--- config.mk ---
export PLATFORM = sky130hd
export DESIGN_NAME = rendezvous_channel
export DESIGN_NICKNAME = d
export VERILOG_FILES = /design/src/rtl/rvc_pkg.sv /design/src/rtl/rvc_lencheck.sv /design/src/rtl/rvc_counter.sv /design/src/rtl/rvc_ctrl.sv /design/src/rtl/rendezvous_channel.sv
export SDC_FILE = /design/constraint.sdc
export NUM_CORES = 1
export LEC_CHECK = 0
export BUFFER_PORTS_ARGS = -buffer_cell sky130_fd_sc_hd__buf_2
export CAP_MARGIN = 25
export CORE_MARGIN = 1
export CORE_UTILIZATION = 40
export DETAILED_ROUTE_END_ITERATION = 8
export GPL_ROUTABILITY_DRIVEN = 1
export GPL_TIMING_DRIVEN = 0
export PLACE_DENSITY = 0.77
export SYNTH_ARGS = -nofsm -noshare
export SYNTH_HDL_FRONTEND = slang
export SYNTH_HIERARCHICAL = 1
export SYNTH_SLANG_ARGS = --single-unit
--- constraint.sdc ---
create_clock -name clk -period 2.3 [get_ports clk]
set_input_delay 0.23 -clock clk [delete_from_list [all_inputs] [get_ports clk]]
set_output_delay 0.23 -clock clk [all_outputs]
set_load 0.1 [all_outputs]
--- src/rtl/rvc_pkg.sv ---
// Shared types for the rendezvous channel.
// Holds the channel state encoding and the arbitration rule used while no
// transfer is running. Assumes nothing beyond a two-party channel.
package rvc_pkg;

    typedef enum logic [2:0] {
        CH_IDLE     = 3'd0,
        CH_SND_WAIT = 3'd1,
        CH_RCV_WAIT = 3'd2,
        CH_XFER     = 3'd3,
        CH_DONE     = 3'd4
    } ch_state_t;

    // Next state of an idle or parked channel from the two requests.
    function automatic ch_state_t arbitrate(input logic snd, input logic rcv,
                                            input logic same_len);
        ch_state_t nxt;
        if (snd && rcv)
            nxt = same_len ? CH_XFER : CH_IDLE;
        else if (snd)
            nxt = CH_SND_WAIT;
        else if (rcv)
            nxt = CH_RCV_WAIT;
        else
            nxt = CH_IDLE;
        return nxt;
    endfunction

endpackage

--- src/rtl/rvc_lencheck.sv ---
// Length agreement check.
// Compares the two length fields bit by bit and keeps an error flag while
// both sides are present with unequal lengths during arbitration.
// Assumes the controller marks arbitration phases with arb_phase.
module rvc_lencheck #(
    parameter int LEN_W = 8
) (
    input  logic             clk,
    input  logic             rst_n,
    input  logic             arb_phase,
    input  logic             tx_req,
    input  logic             rx_req,
    input  logic [LEN_W-1:0] tx_len,
    input  logic [LEN_W-1:0] rx_len,
    output logic             lens_match,
    output logic             err_q
);

    logic [LEN_W-1:0] bit_eq;

    // Per-bit equality of the two length fields.
    for (genvar b = 0; b < LEN_W; b++) begin : g_eq
        assign bit_eq[b] = ~(tx_len[b] ^ rx_len[b]);
    end

    assign lens_match = &bit_eq;

    // Error flag: set on a mismatched meeting, cleared when a side leaves.
    always_ff @(posedge clk) begin
        if (!rst_n)
            err_q <= 1'b0;
        else
            err_q <= arb_phase && tx_req && rx_req && !lens_match;
    end

    // a raised flag means both sides were present at the previous edge.
    p_err_cause_r7: assert property (@(posedge clk) disable iff (!rst_n)
        err_q |-> $past(tx_req) && $past(rx_req));

endmodule

--- src/rtl/rvc_counter.sv ---
// Byte down-counter.
// Loads the length field (byte count minus one) at the start of a message
// and steps down once per transferred byte; zero marks the last byte.
// Assumes load and run are never high together.
module rvc_counter #(
    parameter int LEN_W = 8
) (
    input  logic             clk,
    input  logic             rst_n,
    input  logic             load,
    input  logic             run,
    input  logic [LEN_W-1:0] len_in,
    output logic             cnt_zero
);

    logic [LEN_W-1:0] cnt;

    // Remaining-bytes register.
    always_ff @(posedge clk) begin
        if (!rst_n)
            cnt <= '0;
        else if (load)
            cnt <= len_in;
        else if (run && cnt != '0)
            cnt <= cnt - 1'b1;
    end

    assign cnt_zero = (cnt == '0);

    // each running byte that is not the last lowers the count by one.
    p_cnt_step_r5: assert property (@(posedge clk) disable iff (!rst_n)
        (run && !cnt_zero) |=> cnt == $past(cnt) - 1'b1);

endmodule

--- src/rtl/rvc_ctrl.sv ---
// Rendezvous controller.
// Parks the side that arrives first, starts a transfer when both are present
// with matching lengths, runs one byte per cycle until the counter reports
// the last byte, then issues one shared release cycle.
// Assumes requests stay high until the release pulse.
module rvc_ctrl
    import rvc_pkg::*;
(
    input  logic      clk,
    input  logic      rst_n,
    input  logic      tx_req,
    input  logic      rx_req,
    input  logic      lens_match,
    input  logic      cnt_zero,
    output ch_state_t state,
    output logic      arb_phase,
    output logic      load,
    output logic      run,
    output logic      release_pulse
);

    ch_state_t nxt;

    // Next-state selection.
    always_comb begin
        nxt = state;
        unique case (state)
            CH_IDLE, CH_SND_WAIT, CH_RCV_WAIT:
                nxt = arbitrate(tx_req, rx_req, lens_match);
            CH_XFER:
                nxt = cnt_zero ? CH_DONE : CH_XFER;
            CH_DONE:
                nxt = CH_IDLE;
            default:
                nxt = CH_IDLE;
        endcase
    end

    // State register with synchronous reset.
    always_ff @(posedge clk) begin
        if (!rst_n)
            state <= CH_IDLE;
        else
            state <= nxt;
    end

    assign arb_phase     = (state == CH_IDLE) || (state == CH_SND_WAIT) ||
                           (state == CH_RCV_WAIT);
    assign load          = arb_phase && (nxt == CH_XFER);
    assign run           = (state == CH_XFER);
    assign release_pulse = (state == CH_DONE);

    // reset always leaves the channel idle.
    p_reset_idle_r1: assert property (@(posedge clk)
        !rst_n |=> state == CH_IDLE);

    // the release cycle follows directly on the last byte.
    p_done_after_last_r6: assert property (@(posedge clk) disable iff (!rst_n)
        release_pulse |-> $past(run) && $past(cnt_zero));

    // a transfer never ends before the counter reaches zero.
    p_no_early_end_r5: assert property (@(posedge clk) disable iff (!rst_n)
        (run && !cnt_zero) |=> run);

endmodule

--- src/rtl/rendezvous_channel.sv ---
// Synchronous rendezvous message channel (top).
// One sender and one receiver meet here; the first to arrive waits until the
// other requests, then bytes stream straight through at one per clock and
// both sides are released in the same cycle. Assumes each side holds its
// request, length and (for the sender) data until told otherwise.
module rendezvous_channel
    import rvc_pkg::*;
#(
    parameter int DATA_W = 8,
    parameter int LEN_W  = 8
) (
    input  logic              clk,
    input  logic              rst_n,
    input  logic              tx_req,
    input  logic [LEN_W-1:0]  tx_len,
    input  logic [DATA_W-1:0] tx_data,
    output logic              tx_take,
    output logic              tx_done,
    input  logic              rx_req,
    input  logic [LEN_W-1:0]  rx_len,
    output logic [DATA_W-1:0] rx_data,
    output logic              rx_valid,
    output logic              rx_done,
    output logic              len_err
);

    ch_state_t state;
    logic      arb_phase;
    logic      load;
    logic      run;
    logic      release_pulse;
    logic      lens_match;
    logic      cnt_zero;

    rvc_lencheck #(.LEN_W(LEN_W)) u_len (
        .clk        (clk),
        .rst_n      (rst_n),
        .arb_phase  (arb_phase),
        .tx_req     (tx_req),
        .rx_req     (rx_req),
        .tx_len     (tx_len),
        .rx_len     (rx_len),
        .lens_match (lens_match),
        .err_q      (len_err)
    );

    rvc_counter #(.LEN_W(LEN_W)) u_cnt (
        .clk      (clk),
        .rst_n    (rst_n),
        .load     (load),
        .run      (run),
        .len_in   (tx_len),
        .cnt_zero (cnt_zero)
    );

    rvc_ctrl u_ctrl (
        .clk           (clk),
        .rst_n         (rst_n),
        .tx_req        (tx_req),
        .rx_req        (rx_req),
        .lens_match    (lens_match),
        .cnt_zero      (cnt_zero),
        .state         (state),
        .arb_phase     (arb_phase),
        .load          (load),
        .run           (run),
        .release_pulse (release_pulse)
    );

    // Straight-through byte path; quiet outside a transfer.
    always_comb begin
        rx_data  = run ? tx_data : '0;
        rx_valid = run;
        tx_take  = run;
        tx_done  = release_pulse;
        rx_done  = release_pulse;
    end

    // the first byte cycle is preceded by both sides requesting.
    p_start_both_r4: assert property (@(posedge clk) disable iff (!rst_n)
        $rose(rx_valid) |-> $past(tx_req) && $past(rx_req));

    // while the length error stands nothing moves and nobody is released.
    p_err_blocks_r7: assert property (@(posedge clk) disable iff (!rst_n)
        len_err |-> !rx_valid && !tx_done && !rx_done);

    // a lone sender never sees its bytes taken.
    p_parked_r2: assert property (@(posedge clk) disable iff (!rst_n)
        (state == CH_SND_WAIT) |-> !tx_take && !tx_done);

endmodule

# Word-level counts from Yosys, hierarchy flattened
# Index checks and enable logic that the tools add are counted.
# totals
regBits,12
output_inout_bits,13
elab_cells,49
# op_classes
addsub,1
n_eq_ne,5
mux,9
n_bitwise,16
reduce_logical,15
# op_table
cell,count
2-to-1 mux 8 bit,3
"== test 3 x 2 -> 1 bit, second input constant",3
2-to-1 mux 3 bit,3
logical NOT 8 bit,1
inverter 1 bit,8
AND reduction 8 bit,1
nonzero test 8 bit,1
"subtractor 8 x 1 -> 8 bit, second input constant",1
bitwise XOR 1 bit,8
logical AND 1 bit,6
case mux 3 bit (2 select lines),1
2-to-1 mux 2 bit,2
"== test 3 x 1 -> 1 bit, second input constant",1
"== test 3 bit, second input constant",1
logical NOT 3 bit,1
OR reduction 3 bit,1
logical OR 1 bit,2
nonzero test 2 bit,1
logical NOT 1 bit,1

# Depth between registers and ports, before layout
# Gate-level depths: netlist of run 1.
# logic_depth
ltp_word,9
ltp_mapped,9
ltp_nobuf,8

# By module
# The synthesis of run 1 kept the hierarchy.
# by_module_without_submodules
mod,instances,cells_each,area_per_inst_um2,seq_area_each_um2
rvc_counter,1,58,508.0,160.2
rvc_ctrl,1,14,157.7,60.1
rvc_lencheck,1,14,122.6,20.0
rendezvous_channel,1,10,65.1,0.0

# Least setup slack after synthesis of run 1
# No wires, ideal clock.
# synth_timing
path_kind,register to output
start,register u_ctrl.state[2]
end,output tx_done
arrival_ns,3.268
slack_ns,-1.198
stages_incl_launch_ff,3
n_path_buf,1
cell_sequence,dfxtp_1 -> nor3b_1 -> buf_4
# synth_via
elab_chain_cells,1
# synth_rtl
element,line,text
"start, declared",rvc_ctrl.sv:15,"output ch_state_t state,"
"start signal, assigned",rvc_ctrl.sv:44,state <= nxt;
== test 3 bit,rvc_ctrl.sv:51,assign release_pulse = (state == CH_DONE);
"end, declared",rendezvous_channel.sv:18,"output logic tx_done,"
# No other way between the ends.

# Final worst setup path of run 1
# layout_timing
start,register u_ctrl.state[0]
end,output rx_data[1]
# layout_via
elab_chain_cells,2
# layout_rtl
element,line,text
== test 3 x 2 -> 1 bit,rvc_ctrl.sv:50,assign run = (state == CH_XFER);
2-to-1 mux 8 bit,rendezvous_channel.sv:72,rx_data = run ? tx_data : '0;
"end, declared",rendezvous_channel.sv:21,"output logic [DATA_W-1:0] rx_data,"
# No other way between the ends.

==> results of run 1 <==
==> cells in the final DEF (no fill, tap or decap), drive strengths merged, types with 2 or more instances in the layout <==
master / n
buf: 43
dfxtp: 12
xnor2: 11
and2: 10
o21ai: 6
a21oi: 5
clkbuf: 5
inv: 4
nor2: 4
nor3b: 4
or4: 4
nand4: 3
nand2b: 3
o31ai: 3
nand3: 2
a31oi: 2
o21a: 2
ha: 2
and4: 2
a41o: 2
nand2: 2
==> cell type report <==
class	instances	area, um^2
clock buffer	4	36.3
tap	27	33.8
fill	195	846
sequential	12	240
multi-input combinational	76	588
timing repair buffer	40	200
buffer	4	22.5
inverter	4	15.0
==> cell families (layout without fill, tap and decap cells) <==
| family | Yosys count | count (layout) | share of synthesized area |
|---|---|---|---|
| xor gates and xnor gates | 11 | 11 | 0.113 |
| and+or+nand+nor | 40 | 40 | 0.326 |
| buffers and inverters | 8 | 52 | 0.0440 |
| adders and majority gates | 2 | 2 | 0.0293 |
| AOI/OAI and AO/OA | 22 | 22 | 0.195 |
| DFF | 12 | 12 | 0.282 |
| muxes | 1 | 1 | 0.0117 |
==> metrics by stage <==
stage / area (um^2) / setup TNS (ns) / setup WS (ns) / hold WS [ns] / utilization
after floorplan: 866 / -0.133 / -0.133 / 0.383 / -
final: 1140 / 0 / 0.387 / 0.220 / 0.573
after global placement: 1100 / 0 / 0.261 / 0.489 / 0.555
after global routing: 1140 / 0 / 0.269 / 0.228 / 0.573
after detailed placement: 1100 / 0 / 0.178 / 0.496 / 0.555
after CTS: 1140 / 0 / 0.363 / 0.207 / 0.573
==> worst paths after layout <==
path                            slack [ns]                  startpoint                        end  cells past startpoint
worst max-delay path                  0.39  u_ctrl/state[0]$_SDFF_PN0_                 rx_data[1]                      4
worst min-delay path                  0.22                   tx_len[1]  u_cnt/cnt[1]$_SDFFE_PN0P_                      3
worst max register to register        0.40  u_ctrl/state[0]$_SDFF_PN0_  u_cnt/cnt[7]$_SDFFE_PN0P_                      6
worst min register to register        0.51   u_cnt/cnt[1]$_SDFFE_PN0P_  u_cnt/cnt[1]$_SDFFE_PN0P_                      2
==> routing by layer <==
layer | GRT usage | part of all wire
met3 | 0.0222 | 0.070
met2 | 0.256 | 0.47
met4 | 0.100 | 0.0068
met5 | 0 | 0
met1 | 0.238 | 0.45
==> worst max-delay path, stage by stage (launching register included) <==
cell     delay, ns
dfxtp_1       0.40
nand2_2       0.12
nor2_4        0.29
and2_1        0.18
buf_2         0.42
==> power groups by stage <==
stage	sequential, mW	clock, mW	combinational, mW
finish	0.213	0.173	0.0755
detailed placement	0.218	0	0.0754
floorplan	0.223	0	0.0366
CTS	0.213	0.180	0.0757
global placement	0.217	0	0.0736
global route	0.213	0.184	0.0828
==> sequential cells by signal, indices dropped and copies added (netlist names) <==
signal        cells
u_ctrl/state      3
u_cnt/cnt         8
u_len/err_q       1
==> results.toml, run 1 <==
[run_status]
status = "finished, final reports clean"

[power]
internal-power_mw = 0.341
power.density_nw_per_um2 = 406
power_frac_comb = 0.164
seqPwrFrac = 0.462
peakVddDrop_mv = 0.286
power.leakage_nw = 0.545
p_switching_mw = 0.120
p_clk_frac = 0.374
design_power_total_mw = 0.461
swShare = 0.260

[yosys]
ys_warn_count = 6
yosysMostFrequentCell = "dfxtp_1"
ys_async_sr_fraction = 0
synth_top_area_share = 0.282
synth_area_leaders = "dfxtp_1 28%, xnor2_1 11%, and2_1 7.3%"
syn_nets = 126
post_synth_instance_area_um2 = 853
ys.flop_type = "dfxtp_1"
synth_edf_count = 0
syn_inst = 96
yosysUniqueCellTypes = 35
synth_largest_area_cell = "dfxtp_1"
ys_seq_elements = 12
syn_area_per_cell_um2 = 8.89
synth_commonest_cells = "12 x dfxtp_1, 11 x xnor2_1, 10 x and2_1, 6 x o21ai_0"
ys_seq_area_frac = 0.282

[sta]
timing.fmax_ghz = 0.523
slew_headroom = 0.657
min_period_over_period = 0.832
period_needed_ns = 1.91
setup_violations = 0
hold_viol_final = 0
worstMarginPinSlew_ns = 0.510
final-max-slew-violation-count = 0
clock_skew_ns = 0.00704
rsz0062_at_grt = "no"

[global_routing]
antenna_found_initial = 0
grt_pass1_wl_um = 2720
grt_max_degree = 17
grt_overflow = 0
grt_util_all_layers = 0.172
grt_pass1_vias = 653

[routing]
vias = 874
avgViaCountPerCell = 5.23
dr.pass1.iters = 4
drtAntennaViolNets = 0
drt_iter0_drc = 25
drt_drc_violations_left = 0
wire_per_inst_um = 11.4
wl_um = 1900

[placed_design]
dpl.hpwl_um = 1460
portBuffers = 40
placed_cells = 163
gp_congestion = 0.803

[run]
drv_cap = 0

[clock_network]
post_cts_resized = 0
cts_setup_buffers = 0
clock_latency_ns = 0.28
root_buffer = "clkbuf_4"
cts_tree = "built"
clkTransAtPathRegs_ns = 0.08
cts_sinks = 12
htreeDepth = 1
holdBufCountCts = 0
cts_buffers = 3
cts_max_path_buffers = 2

[setup_path]
critPathCaptureType = "output port"
crit_path_start_kind = "flop"
crit_type = "flop to output port"
required_ns = 2.07
cp.arrival_ns = 1.68
worst-path-max-fanout = 16

[layout]
fin_cells = 167
drive_above_1_share = 0.400
diodes = 0
synthToLayoutAreaGrowth_pct = 33.1
nets = 171

[floorplan]
ios = 41
die_h_um = 48.2
start_util = 0.431
dieWidth_um = 48.2
die-area_um2 = 2320
core-area_um2 = 1980
rows = 16

[worst_hold_path]
hold_path_class = "input port to flop"
Power figures use the tool's default switching activity.
==> run 2: changes to the inputs <==
Settings changed: PLACE_DENSITY 0.77 to 0.8.
Clock period 2.3 ns to 1.75 ns, I/O delays scaled along.
==> results.toml, run 2 (synthesis gave the netlist of run 1 again) <==
[global_routing]
grt_overflow = 0
grt_util_all_layers = 0.188
grt_max_degree = 17
grt_pass1_vias = 744
antenna_found_initial = 0
grt_pass1_wl_um = 3090

[power]
power.density_nw_per_um2 = 440
power.leakage_nw = 0.614
design_power_total_mw = 0.563
peakVddDrop_mv = 0.440

[run_status]
status = "finished, final reports clean"

[setup_path]
cp.arrival_ns = 1.88
crit_type = "flop to flop"
required_ns = 1.91
r2r_slack_ns = 0.03
worst-path-max-fanout = 8
crit_path_start_kind = "flop"
critPathCaptureType = "flop"

[sta]
timing.fmax_ghz = 0.582
slew_headroom = 0.681
setup_ws_ns = 0.0321
min_period_over_period = 0.982
clock_skew_ns = 0.00565
hold_viol_final = 0
setup_tns_ns = 0
final-max-slew-violation-count = 0
period_needed_ns = 1.72
rsz0062_at_grt = "no"
worstMarginPinSlew_ns = 0.482
setup_violations = 0

[layout]
ff_latch_area_um2 = 254
diodes = 0
drive_above_1_share = 0.552
nets = 176
multi_input_area_um2 = 643
largest_reg_flops = 8
regMostFlops = "u_cnt/cnt"
nFillCells = 174
layout_commonest_cell = "buf_2"
final_util = 0.645
layout_common_cells = "30 x buf_2, 14 x buf_4, 11 x xnor2_1"
top_regs = "u_cnt/cnt x8, u_ctrl/state x3, u_len/err_q x1"
synthToLayoutAreaGrowth_pct = 49.7

[clock_network]
root_buffer = "clkbuf_4"
cts_max_path_buffers = 2
clock_latency_ns = 0.27
htreeDepth = 1
cts_tree = "built"
holdBufCountCts = 0
clkTransAtPathRegs_ns = 0.08
cts_buffers = 3
cts_sinks = 12

[placed_design]
dpl.hpwl_um = 1570
portBuffers = 40
place_ws_ns = -0.331
gp_congestion = 0.803

[routing]
dr.pass1.iters = 4
drt_drc_violations_left = 0
vias = 885
avgViaCountPerCell = 5.15
wire_per_inst_um = 12.1
wl_um = 2080
drt_iter0_drc = 4
drtAntennaViolNets = 0

[floorplan]
dieWidth_um = 48.2
start_util = 0.431
ios = 41
rows = 16
die-area_um2 = 2320
die_h_um = 48.2
core-area_um2 = 1980

[run]
drv_cap = 0

[worst_hold_path]
hold_path_class = "input port to flop"
[run 2: metrics by stage]
| step | hold slack (ns) | instance area (um^2) | std cells |
|---|---|---|---|
| final | 0.172 | 1280 | 172 |
| after global routing | 0.169 | 1280 | 172 |
| after CTS | 0.164 | 1210 | 168 |
| after detailed placement | 0.456 | 1140 | 163 |
| after global placement | 0.449 | 1140 | 163 |
| after floorplan | 0.327 | 911 | 96 |
[run 2: worst paths after layout]
path                             start                         end  depth (start not counted)
min reg2reg  u_cnt/cnt[5]$_SDFFE_PN0P_   u_cnt/cnt[5]$_SDFFE_PN0P_                          2
max reg2reg  u_cnt/cnt[3]$_SDFFE_PN0P_   u_cnt/cnt[0]$_SDFFE_PN0P_                          5
min                             tx_req  u_ctrl/state[0]$_SDFF_PN0_                          2
max          u_cnt/cnt[3]$_SDFFE_PN0P_   u_cnt/cnt[0]$_SDFFE_PN0P_                          5
[run 2: per-layer routing]
| metal | wire length (um) | GRT usage | vias up |
|---|---|---|---|
| li1 | - | - | 453 |
| met1 | 890 | 0.229 | 407 |
| met2 | 1090 | 0.328 | 23 |
| met3 | 84 | 0.0556 | 2 |
| met4 | 9 | 0.0333 | 0 |
| met5 | 0 | 0 | - |
[run 2: layout make-up]
class / count / share of cell area
Tap cell: 27 / 0.0264
Clock buffer: 4 / 0.0206
Sequential cell: 12 / 0.199
Inverter: 4 / 0.0118
Timing Repair Buffer: 45 / 0.218
Buffer: 4 / 0.0206
Multi-Input combinational cell: 76 / 0.503
[run 2: what timing repair did]
action | 4_1_cts | 5_1_grt
gates resized for setup | 13 | 10
buffers inserted | 1 | 4
pin swaps | 2 | 3
setup endpoints to repair | 19 | 20
[run 2: where the power goes]
| part | total [mW] | leakage (nW) | switching (mW) | internal (mW) |
|---|---|---|---|---|
| sequential | 0.279 | 0.101 | 0.00468 | 0.275 |
| clock | 0.180 | 0.0150 | 0.0916 | 0.0883 |
| combinational | 0.103 | 0.498 | 0.0547 | 0.0488 |
| total | 0.563 | 0.614 | 0.151 | 0.412 |
[run 2: worst max-delay path, cell delays in order, from the launching register on]
cell	delay (ns)
dfxtp_2	0.34
or4_4	0.58
o41ai_4	0.23
buf_6	0.17
xnor2_1	0.08
o211a_1	0.21
